[config.mk]
export PLATFORM = sky130hd
export DESIGN_NAME = decr_timer
export DESIGN_NICKNAME = d
export VERILOG_FILES = /design/src/rtl/decr_pkg.sv /design/src/rtl/decr_counter.sv /design/src/rtl/decr_regs.sv /design/src/rtl/decr_timer.sv
export SDC_FILE = /design/constraint.sdc
export NUM_CORES = 1
export LEC_CHECK = 0
export BUFFER_PORTS_ARGS = -buffer_cell sky130_fd_sc_hd__buf_2
export CORE_MARGIN = 5
export CORE_UTILIZATION = 45
export DETAILED_ROUTE_END_ITERATION = 6
export GPL_ROUTABILITY_DRIVEN = 0
export PLACE_DENSITY = 0.66
export SLEW_MARGIN = 0
export SYNTH_ARGS = -nofsm -noshare
export SYNTH_HDL_FRONTEND = slang
export SYNTH_SLANG_ARGS = --single-unit
[constraint.sdc]
create_clock -name clk -period 2.88 [get_ports clk]
set_input_delay 0.432 -clock clk [delete_from_list [all_inputs] [get_ports clk]]
set_output_delay 0.432 -clock clk [all_outputs]
set_load 0.1 [all_outputs]
[src/rtl/decr_pkg.sv]
package decr_pkg;
  localparam int unsigned CNT_W   = 32;
  localparam int unsigned SEL_W   = 2;
  localparam int unsigned FLAG_BIT = 27;
  localparam int unsigned IEN_BIT  = 26;
  localparam int unsigned AREN_BIT = 22;

  typedef enum logic [SEL_W-1:0] {
    SEL_COUNT  = 2'd0,
    SEL_RELOAD = 2'd1,
    SEL_CTRL   = 2'd2,
    SEL_STATUS = 2'd3
  } reg_sel_e;
endpackage

[src/rtl/decr_counter.sv]
module decr_counter
  import decr_pkg::*;
#(
  parameter int unsigned W = CNT_W
) (
  input  logic         clk,
  input  logic         rst_n,
  input  logic         tick_i,
  input  logic         load_i,
  input  logic [W-1:0] load_val_i,
  input  logic         auto_en_i,
  input  logic [W-1:0] reload_i,
  output logic [W-1:0] count_o,
  output logic         expire_o
);
  localparam logic [W-1:0] ONE = W'(1);

  logic [W-1:0] cnt_q, cnt_d;
  logic         cnt_ce;
  logic         nonzero;

  assign nonzero = |cnt_q;

  always_comb begin
    cnt_d    = cnt_q;
    expire_o = 1'b0;
    if (load_i) begin
      cnt_d = load_val_i;
    end else if (tick_i && nonzero) begin
      if (cnt_q == ONE) begin
        expire_o = 1'b1;
        cnt_d    = auto_en_i ? reload_i : '0;
      end else begin
        cnt_d = cnt_q - ONE;
      end
    end
  end

  assign cnt_ce = load_i | (tick_i & nonzero);

  always_ff @(posedge clk or negedge rst_n) begin
    if (!rst_n) cnt_q <= '0;
    else if (cnt_ce) cnt_q <= cnt_d;
  end

  assign count_o = cnt_q;
endmodule

[src/rtl/decr_regs.sv]
module decr_regs
  import decr_pkg::*;
#(
  parameter int unsigned W = CNT_W
) (
  input  logic         clk,
  input  logic         rst_n,
  input  logic         wr_reload_i,
  input  logic         wr_ctrl_i,
  input  logic         wr_status_i,
  input  logic [W-1:0] wr_data_i,
  input  logic         expire_i,
  output logic [W-1:0] reload_o,
  output logic         irq_en_o,
  output logic         auto_en_o,
  output logic         flag_o
);
  logic [W-1:0] rld_q;
  logic         ien_q, aren_q, flag_q, flag_d, flag_ce;

  always_ff @(posedge clk or negedge rst_n) begin
    if (!rst_n) rld_q <= '0;
    else if (wr_reload_i) rld_q <= wr_data_i;
  end

  always_ff @(posedge clk or negedge rst_n) begin
    if (!rst_n) begin
      ien_q  <= 1'b0;
      aren_q <= 1'b0;
    end else if (wr_ctrl_i) begin
      ien_q  <= wr_data_i[IEN_BIT];
      aren_q <= wr_data_i[AREN_BIT];
    end
  end

  // Expiry outranks a clearing write in the same cycle.
  always_comb begin
    flag_d = flag_q;
    if (expire_i) flag_d = 1'b1;
    else if (wr_status_i && wr_data_i[FLAG_BIT]) flag_d = 1'b0;
  end

  assign flag_ce = expire_i | wr_status_i;

  always_ff @(posedge clk or negedge rst_n) begin
    if (!rst_n) flag_q <= 1'b0;
    else if (flag_ce) flag_q <= flag_d;
  end

  assign reload_o  = rld_q;
  assign irq_en_o  = ien_q;
  assign auto_en_o = aren_q;
  assign flag_o    = flag_q;
endmodule

[src/rtl/decr_timer.sv]
module decr_timer
  import decr_pkg::*;
(
  input  logic             clk,
  input  logic             rst_n,
  input  logic             tick_i,
  input  logic             wr_en_i,
  input  logic [SEL_W-1:0] wr_sel_i,
  input  logic [CNT_W-1:0] wr_data_i,
  input  logic [SEL_W-1:0] rd_sel_i,
  output logic [CNT_W-1:0] rd_data_o,
  output logic             irq_o
);
  logic             wr_count, wr_reload, wr_ctrl, wr_status;
  logic [CNT_W-1:0] count, reload;
  logic             irq_en, auto_en, flag, expire;

  assign wr_count  = wr_en_i & (wr_sel_i == SEL_COUNT);
  assign wr_reload = wr_en_i & (wr_sel_i == SEL_RELOAD);
  assign wr_ctrl   = wr_en_i & (wr_sel_i == SEL_CTRL);
  assign wr_status = wr_en_i & (wr_sel_i == SEL_STATUS);

  decr_counter #(.W(CNT_W)) u_cnt (
    .clk        (clk),
    .rst_n      (rst_n),
    .tick_i     (tick_i),
    .load_i     (wr_count),
    .load_val_i (wr_data_i),
    .auto_en_i  (auto_en),
    .reload_i   (reload),
    .count_o    (count),
    .expire_o   (expire)
  );

  decr_regs #(.W(CNT_W)) u_regs (
    .clk         (clk),
    .rst_n       (rst_n),
    .wr_reload_i (wr_reload),
    .wr_ctrl_i   (wr_ctrl),
    .wr_status_i (wr_status),
    .wr_data_i   (wr_data_i),
    .expire_i    (expire),
    .reload_o    (reload),
    .irq_en_o    (irq_en),
    .auto_en_o   (auto_en),
    .flag_o      (flag)
  );

  always_comb begin
    rd_data_o = '0;
    unique case (reg_sel_e'(rd_sel_i))
      SEL_COUNT:  rd_data_o = count;
      SEL_RELOAD: rd_data_o = reload;
      SEL_CTRL: begin
        rd_data_o[IEN_BIT]  = irq_en;
        rd_data_o[AREN_BIT] = auto_en;
      end
      SEL_STATUS: rd_data_o[FLAG_BIT] = flag;
      default:    rd_data_o = '0;
    endcase
  end

  assign irq_o = flag & irq_en;
endmodule

==> key figures, run 1 <==
Outcome
  – Outcome: finished clean

Power and ir drop
  – Peak VDD IR: 0.279 mV
  – Pwr Total: 0.00371 W
  – Cell leakage power: roughly 2.3 nW
  – PwrDens: 711 nW/µm²

Detailed routing
  – Vias after detailed routing: 4004
  – DRC violations left: 0
  – DRT iter0 DRCs: 244
  – Average wire per standard cell: 18.4 µm
  – DRT Pass-1 Iters: 5
  – Routed Antenna Nets: 0
  – Number of vias per cell: ~5.8
  – Post-Route WL: 12600 µm

Yosys
  – Synth area leaders: dfrtp_1, mux2_2, mux2i_1
  – Async SR Flop Fraction: 100%
  – Post-synthesis instance area: around 4300 µm²
  – Distinct cells, synth: 56
  – Syn Nets: 516
  – Yosys top cell area share: 38.7%
  – Top cells by count, synth: dfrtp_1, nor2_1, mux2_2, mux2i_1, clkbuf_1
  – EDFF count, synth: 0
  – Top FF cell, synth: dfrtp_1
  – Area leader, netlist: dfrtp_1
  – Synthesis warning total: 0
  – Mapped Avg Cell Area: 9.15 µm²
  – Synth Instances: 474
  – Sequential share of the synthesized area: 38.7%
  – Number of synthesized register bits: 67
  – Most common cell in the netlist: dfrtp_1

Clock network
  – CTS sink count: between 60 and 70
  – Post-CTS resize count: 0
  – Num CTS Buffers: 9
  – CTS tree: built
  – Setup bufs post-CTS: 0
  – CTS Hold Buffers Added: 0
  – CTS max path bufs: 2
  – H-tree depth: 3
  – Clk pin slew, worst setup/hold paths: 70 ps
  – Clock Latency Late Sink: 350 ps
  – Clock Tree Root: clkbuf_8

STA
  – Setup TNS: 0 ps
  – Max_slew headroom: a little over half
  – Fin crit share: 95.0%
  – Setup-failing EPs final: 0
  – Final hold violation count: 0
  – Worst-margin pin slew: 678 ps
  – Max Slew Vio Count: 0
  – F_max: 366 MHz
  – RSZ-0062 raised after global routing: no
  – Slack of the critical path: 145 ps
  – Final Skew: 4.87 ps
  – Min cycle time layout: around 2700 ps

Floorplanning
  – Std-Cell Rows: 35
  – Initial Util: 46.5%
  – Die ar.: 11700 µm²
  – Core box area: slightly above 9000 µm²
  – Die Ht: 108 µm
  – Die W: 108 µm
  – I/O pin total: 73

Layout
  – P&R area growth vs syn: 20.5%
  – Diode count: 0
  – Final #Nets: approximately 590
  – Fraction of layout cells with a size suffix above 1: 34.6%

Flow run
  – # Max-Cap Violations: 0

Critical path
  – CP bufs+invs: 1
  – Worst Path Max Fanout: 24
  – Top delay family on crit path: simple AND/OR/NAND/NOR gates
  – Crit path cell chain: or4_1, or4_4, nor4_4, buf_4, nor2_1, a211oi_1, a221o_1
  – Critical Path Max Stage Delay: 640 ps
  – Worst EP required: 3170 ps
  – Worst setup SP type: flip-flop
  – CP max stage cell: or4_1
  – WP data arrival: 3030 ps
  – CP endpoint kind: flip-flop
  – Kind of critical path: flip-flop to flip-flop

Worst hold path
  – Hold/Removal Path Class: primary input to asynchronous set/reset pin

Place
  – Post-DP HPWL: 9070 µm
  – Worst slack, placed: 182 ps
  – PortBufs: 72

GRT
  – Tot GR Track Use: ~22%
  – GRT overflow: 0
  – Number of global-route vias before repair: 4025
  – Antenna violations before repair: 0
  – Largest net degree at the start of global routing: 43
  – First-pass GRT wire length: 20600 µm
==> through the flow <==
stage | std cells | area (µm²) | util [%] | hold slack, ps
after global placement | 670 | 5030 | 54.0 | 486
after CTS | 686 | 5230 | 56.0 | 118
after floorplan | 474 | 4410 | - | 136
after detailed placement | 670 | 5030 | 54.0 | 495
final | 686 | 5230 | 56.0 | 100
after global routing | 686 | 5230 | 56.0 | 150
==> registers in the layout, summed over array words and instances, names as in the netlist <==
name	flops
u_cnt.count_o	32
u_regs.reload_o	32
u_regs.auto_en_o	1
u_regs.flag_o	1
u_regs.irq_en_o	1
==> worst paths after layout <==
kind                            slack [ps]  depth (start not counted)                   to         startpoint
worst min register to register         520                          1      u_regs.irq_en_o    u_regs.irq_en_o
min in group clk                       310                          3    u_cnt.count_o[31]      wr_data_i[31]
max in group asynchronous             2110                          2    u_cnt.count_o[25]              rst_n
worst min-delay path                   100                          1  u_regs.reload_o[12]              rst_n
worst max register to register         140                          7    u_cnt.count_o[16]  u_cnt.count_o[10]
worst max-delay path                   140                          7    u_cnt.count_o[16]  u_cnt.count_o[10]
==> per-layer routing <==
metal	vias up	global-route usage [%]	part of all wire, %
met2	147	35.0	47
li1	1905	-	-
met3	15	3.88	5.7
met1	1937	31.5	46
met4	0	7.75	1.5
met5	-	0	0
==> cell type report <==
class                           instances  area [µm²]
Clock buffer                           15         186
Clock inverter                          1        5.00
Fill cell                             868        4100
Inverter                                3        11.3
Multi-Input combinational cell        364        2540
Sequential cell                        67        1680
Tap cell                              129         161
Timing Repair Buffer                  107         648
==> cell usage in the layout, fill, tap and decap left out, types with 3 or more instances in the layout <==
master	synthesis	final
mux2i_1	31	31
xnor2_1	15	15
o22ai_1	9	9
dfrtp_1	67	67
nand3_1	14	14
or3_1	6	6
nor3_1	15	15
a22oi_1	15	15
nor2_1	62	35
and3_1	7	7
nand2_1	23	23
buf_4	4	33
a31oi_1	18	18
a21oi_1	23	23
inv_1	3	3
xor2_1	8	8
buf_2	4	72
nor4_1	8	8
nand3b_1	4	4
o31ai_1	3	3
nand4_1	5	5
clkbuf_8	0	13
o21ai_0	20	20
nor2_2	1	28
or4_1	5	5
mux2_2	35	35
==> where the power goes <==
group / internal [W] / total (W) / switching, W
combinational: 0.000528 / 0.00156 / 0.00103
clock: 0.000407 / 0.000773 / 0.000366
sequential: 0.00114 / 0.00138 / 0.000241
==> cells by family (layout without fill, tap and decap cells) <==
logic type      Yosys count  in the layout  synth area share, %
mux                      66             66                 16.2
xor+xnor                 23             23                 4.64
simple gates            167            167                 19.8
fa+ha+maj                 2              2                0.577
buf+inv                  43            126                 4.53
flops                    67             67                 38.7
compound gates          106            106                 15.5
(Power assumes the default switching activity.)
==> run 2, diff against run 1 <==
==> constraint.sdc (replaced) <==
create_clock -name clk -period 2.88 [get_ports clk]
set_input_delay 0.432 -clock clk [delete_from_list [all_inputs] [get_ports clk]]
set_output_delay 0.432 -clock clk [all_outputs]
set_load 0.02 [all_outputs]
==> key figures, run 2 (same netlist as run 1, synthesis figures left out) <==
Layout
  – Commonest non-fill, non-tap cells in the layout: buf_2, dfrtp_1, nor2_1, mux2_2, mux2i_1
  – P&R area growth vs syn: 18.2%
  – Commonest non-fill, non-tap cell in the layout: buf_2
  – Fill cell count: 876 (+0.92%)
  – Register area: 1680 µm² (unchanged)
  – Fraction of layout cells with a size suffix above 1: 29.0% (-5.6 points)
  – Area used by multi-input combinational logic: 2470 µm² (-2.7%)
  – Final #Nets: 588 (-1.0%)
  – Post-route cell area: 5130 µm² (-1.9%)
  – Diode count: 0 (unchanged)

Detailed routing
  – DRT iter0 DRCs: 226 (-7.4%)
  – DRC violations left: 0 (unchanged)
  – Vias after detailed routing: 4046 (+1.0%)
  – Routed Antenna Nets: 0 (unchanged)
  – Average wire per standard cell: 18.2 µm (-1.1%)
  – Number of vias per cell: 5.95 (+1.9%)
  – Post-Route WL: 12400 µm (-2.0%)
  – DRT Pass-1 Iters: 5 (unchanged)

GRT
  – Number of global-route vias before repair: 4057 (+0.80%)
  – GRT overflow: 0 (unchanged)
  – First-pass GRT wire length: 20200 µm (-2.0%)
  – Antenna violations before repair: 0 (unchanged)
  – Tot GR Track Use: 21.5% (-0.88 points)
  – Largest net degree at the start of global routing: 38 (-12%)

Critical path
  – Worst setup SP type: flip-flop
  – CP bufs+invs: 1 (unchanged)
  – CP endpoint kind: flip-flop
  – Worst Path Max Fanout: 16 (-33%)
  – WP data arrival: 3000 ps (-30 ps)
  – Crit path cell chain: or4_1, or4_4, nor4_4, buf_4, nor2_1, a211oi_1, a221o_1
  – Top delay family on crit path: simple AND/OR/NAND/NOR gates
  – Worst EP required: 3160 ps (about the same)
  – Kind of critical path: flip-flop to flip-flop
  – CP max stage cell: or4_1
  – Critical Path Max Stage Delay: 630 ps (about the same)

Clock network
  – Clock Latency Late Sink: 350 ps (about the same)
  – Setup bufs post-CTS: 0 (unchanged)
  – CTS Hold Buffers Added: 0 (unchanged)
  – CTS tree: built
  – H-tree depth: 3 (unchanged)
  – CTS max path bufs: 2 (unchanged)
  – Post-CTS resize count: 0 (unchanged)
  – Clk pin slew, worst setup/hold paths: 80 ps (about the same)
  – Num CTS Buffers: 9 (unchanged)
  – Clock Tree Root: clkbuf_8
  – CTS sink count: 67 (unchanged)

STA
  – Final Skew: 15.1 ps (+10.2 ps)
  – Fin crit share: 94.4% (-0.60 points)
  – Min cycle time layout: 2720 ps (-17.2 ps)
  – Worst-margin pin slew: 869 ps (+191 ps)
  – F_max: 368 MHz (+0.63%)
  – Max_slew headroom: 42.1% (-13 points)
  – Setup-failing EPs final: 0 (unchanged)
  – Final hold violation count: 0 (unchanged)
  – Setup TNS: 0 ps (unchanged)
  – Max Slew Vio Count: 0 (unchanged)
  – RSZ-0062 raised after global routing: no

Outcome
  – Outcome: finished clean

Floorplanning
  – Core box area: 9330 µm² (unchanged)
  – Std-Cell Rows: 35 (unchanged)
  – Die Ht: 108 µm (unchanged)
  – Die ar.: 11700 µm² (unchanged)
  – Die W: 108 µm (unchanged)
  – I/O pin total: 73 (unchanged)
  – Initial Util: 46.5% (unchanged)

Place
  – PortBufs: 72 (unchanged)
  – Post-DP HPWL: 8810 µm (-2.8%)
  – Dpl cell area: 4920 µm² (-2.2%)

Power and ir drop
  – Sequential Power Share: 42.8% (+5.6 points)
  – PwrDens: 646 nW/µm² (-9.1%)
  – Combinational share of power: 32.5% (-9.5 points)
  – Int Power: 0.00209 W (+0.67%)
  – Peak VDD IR: 0.322 mV (+15%)
  – Clock power share: 24.7% (+3.9 points)
  – Cell leakage power: 2.26 nW (-1.4%)
  – Sw Share: 36.9% (-7.2 points)
  – P_sw: 0.00122 W (-25%)

Flow run
  – # Max-Cap Violations: 0 (unchanged)

Worst hold path
  – Hold/Removal Path Class: primary input to asynchronous set/reset pin
-- run 2: cell count changes in the layout (fill, tap and decap cells not counted), sizes merged --
| cell | delta |
|---|---|
| clkinvlp | +1 |
| clkbuf | -2 |
| buf | -6 |
| bufinv | +1 |
-- run 2: stage by stage --
step / instances / total power [W] / hold slack [ps] / setup WS, ps / utilization, %
final: 680 / 0.00331 / 189 / 162 / 55.0
after floorplan: 474 / 0.00214 / 136 / 335 / -
after CTS: 680 / 0.00332 / 215 / 165 / 55.0
after global routing: 680 / 0.00352 / 274 / 35.2 / 55.0
after detailed placement: 664 / 0.00250 / 519 / 202 / 52.8
after global placement: 664 / 0.00247 / 495 / 259 / 52.8
-- run 2: worst paths after layout --
path,startpoint,end,slack [ps],cells past startpoint
min,rst_n,u_regs.reload_o[13],190,1
max reg2reg,u_cnt.count_o[9],u_cnt.count_o[7],160,7
max,u_cnt.count_o[9],u_cnt.count_o[7],160,7
min reg2reg,u_regs.reload_o[16],u_regs.reload_o[16],540,1
min in group clk,wr_data_i[31],u_cnt.count_o[31],300,3
max in group asynchronous,rst_n,u_regs.reload_o[7],1910,2
-- run 2: final cells by class --
| class | count | area share [%] |
|---|---|---|
| timing repair buffer | 101 | 11.8 |
| inverter | 3 | 0.220 |
| clock inverter | 3 | 0.903 |
| multi-input combinational | 364 | 48.2 |
| clock buffer | 13 | 3.10 |
| sequential | 67 | 32.7 |
| tap | 129 | 3.15 |
-- run 2: per-layer routing --
layer | up-vias | GRT usage (%) | share of wire [%]
li1 | 1899 | - | -
met1 | 1963 | 30.0 | 45
met2 | 167 | 35.0 | 47
met3 | 17 | 2.87 | 5.8
met4 | 0 | 6.49 | 1.6
met5 | - | 0 | 0
-- run 2: power groups by stage --
stage | sequential [W] | clock (W) | combinational [W]
6_report | 0.00142 | 0.000817 | 0.00108
5_1_grt | 0.00145 | 0.000874 | 0.00119
4_1_cts | 0.00141 | 0.000832 | 0.00108
3_5_place_dp | 0.00143 | 0 | 0.00107
3_3_place_gp | 0.00141 | 0 | 0.00106
2_1_floorplan | 0.00129 | 0 | 0.000846
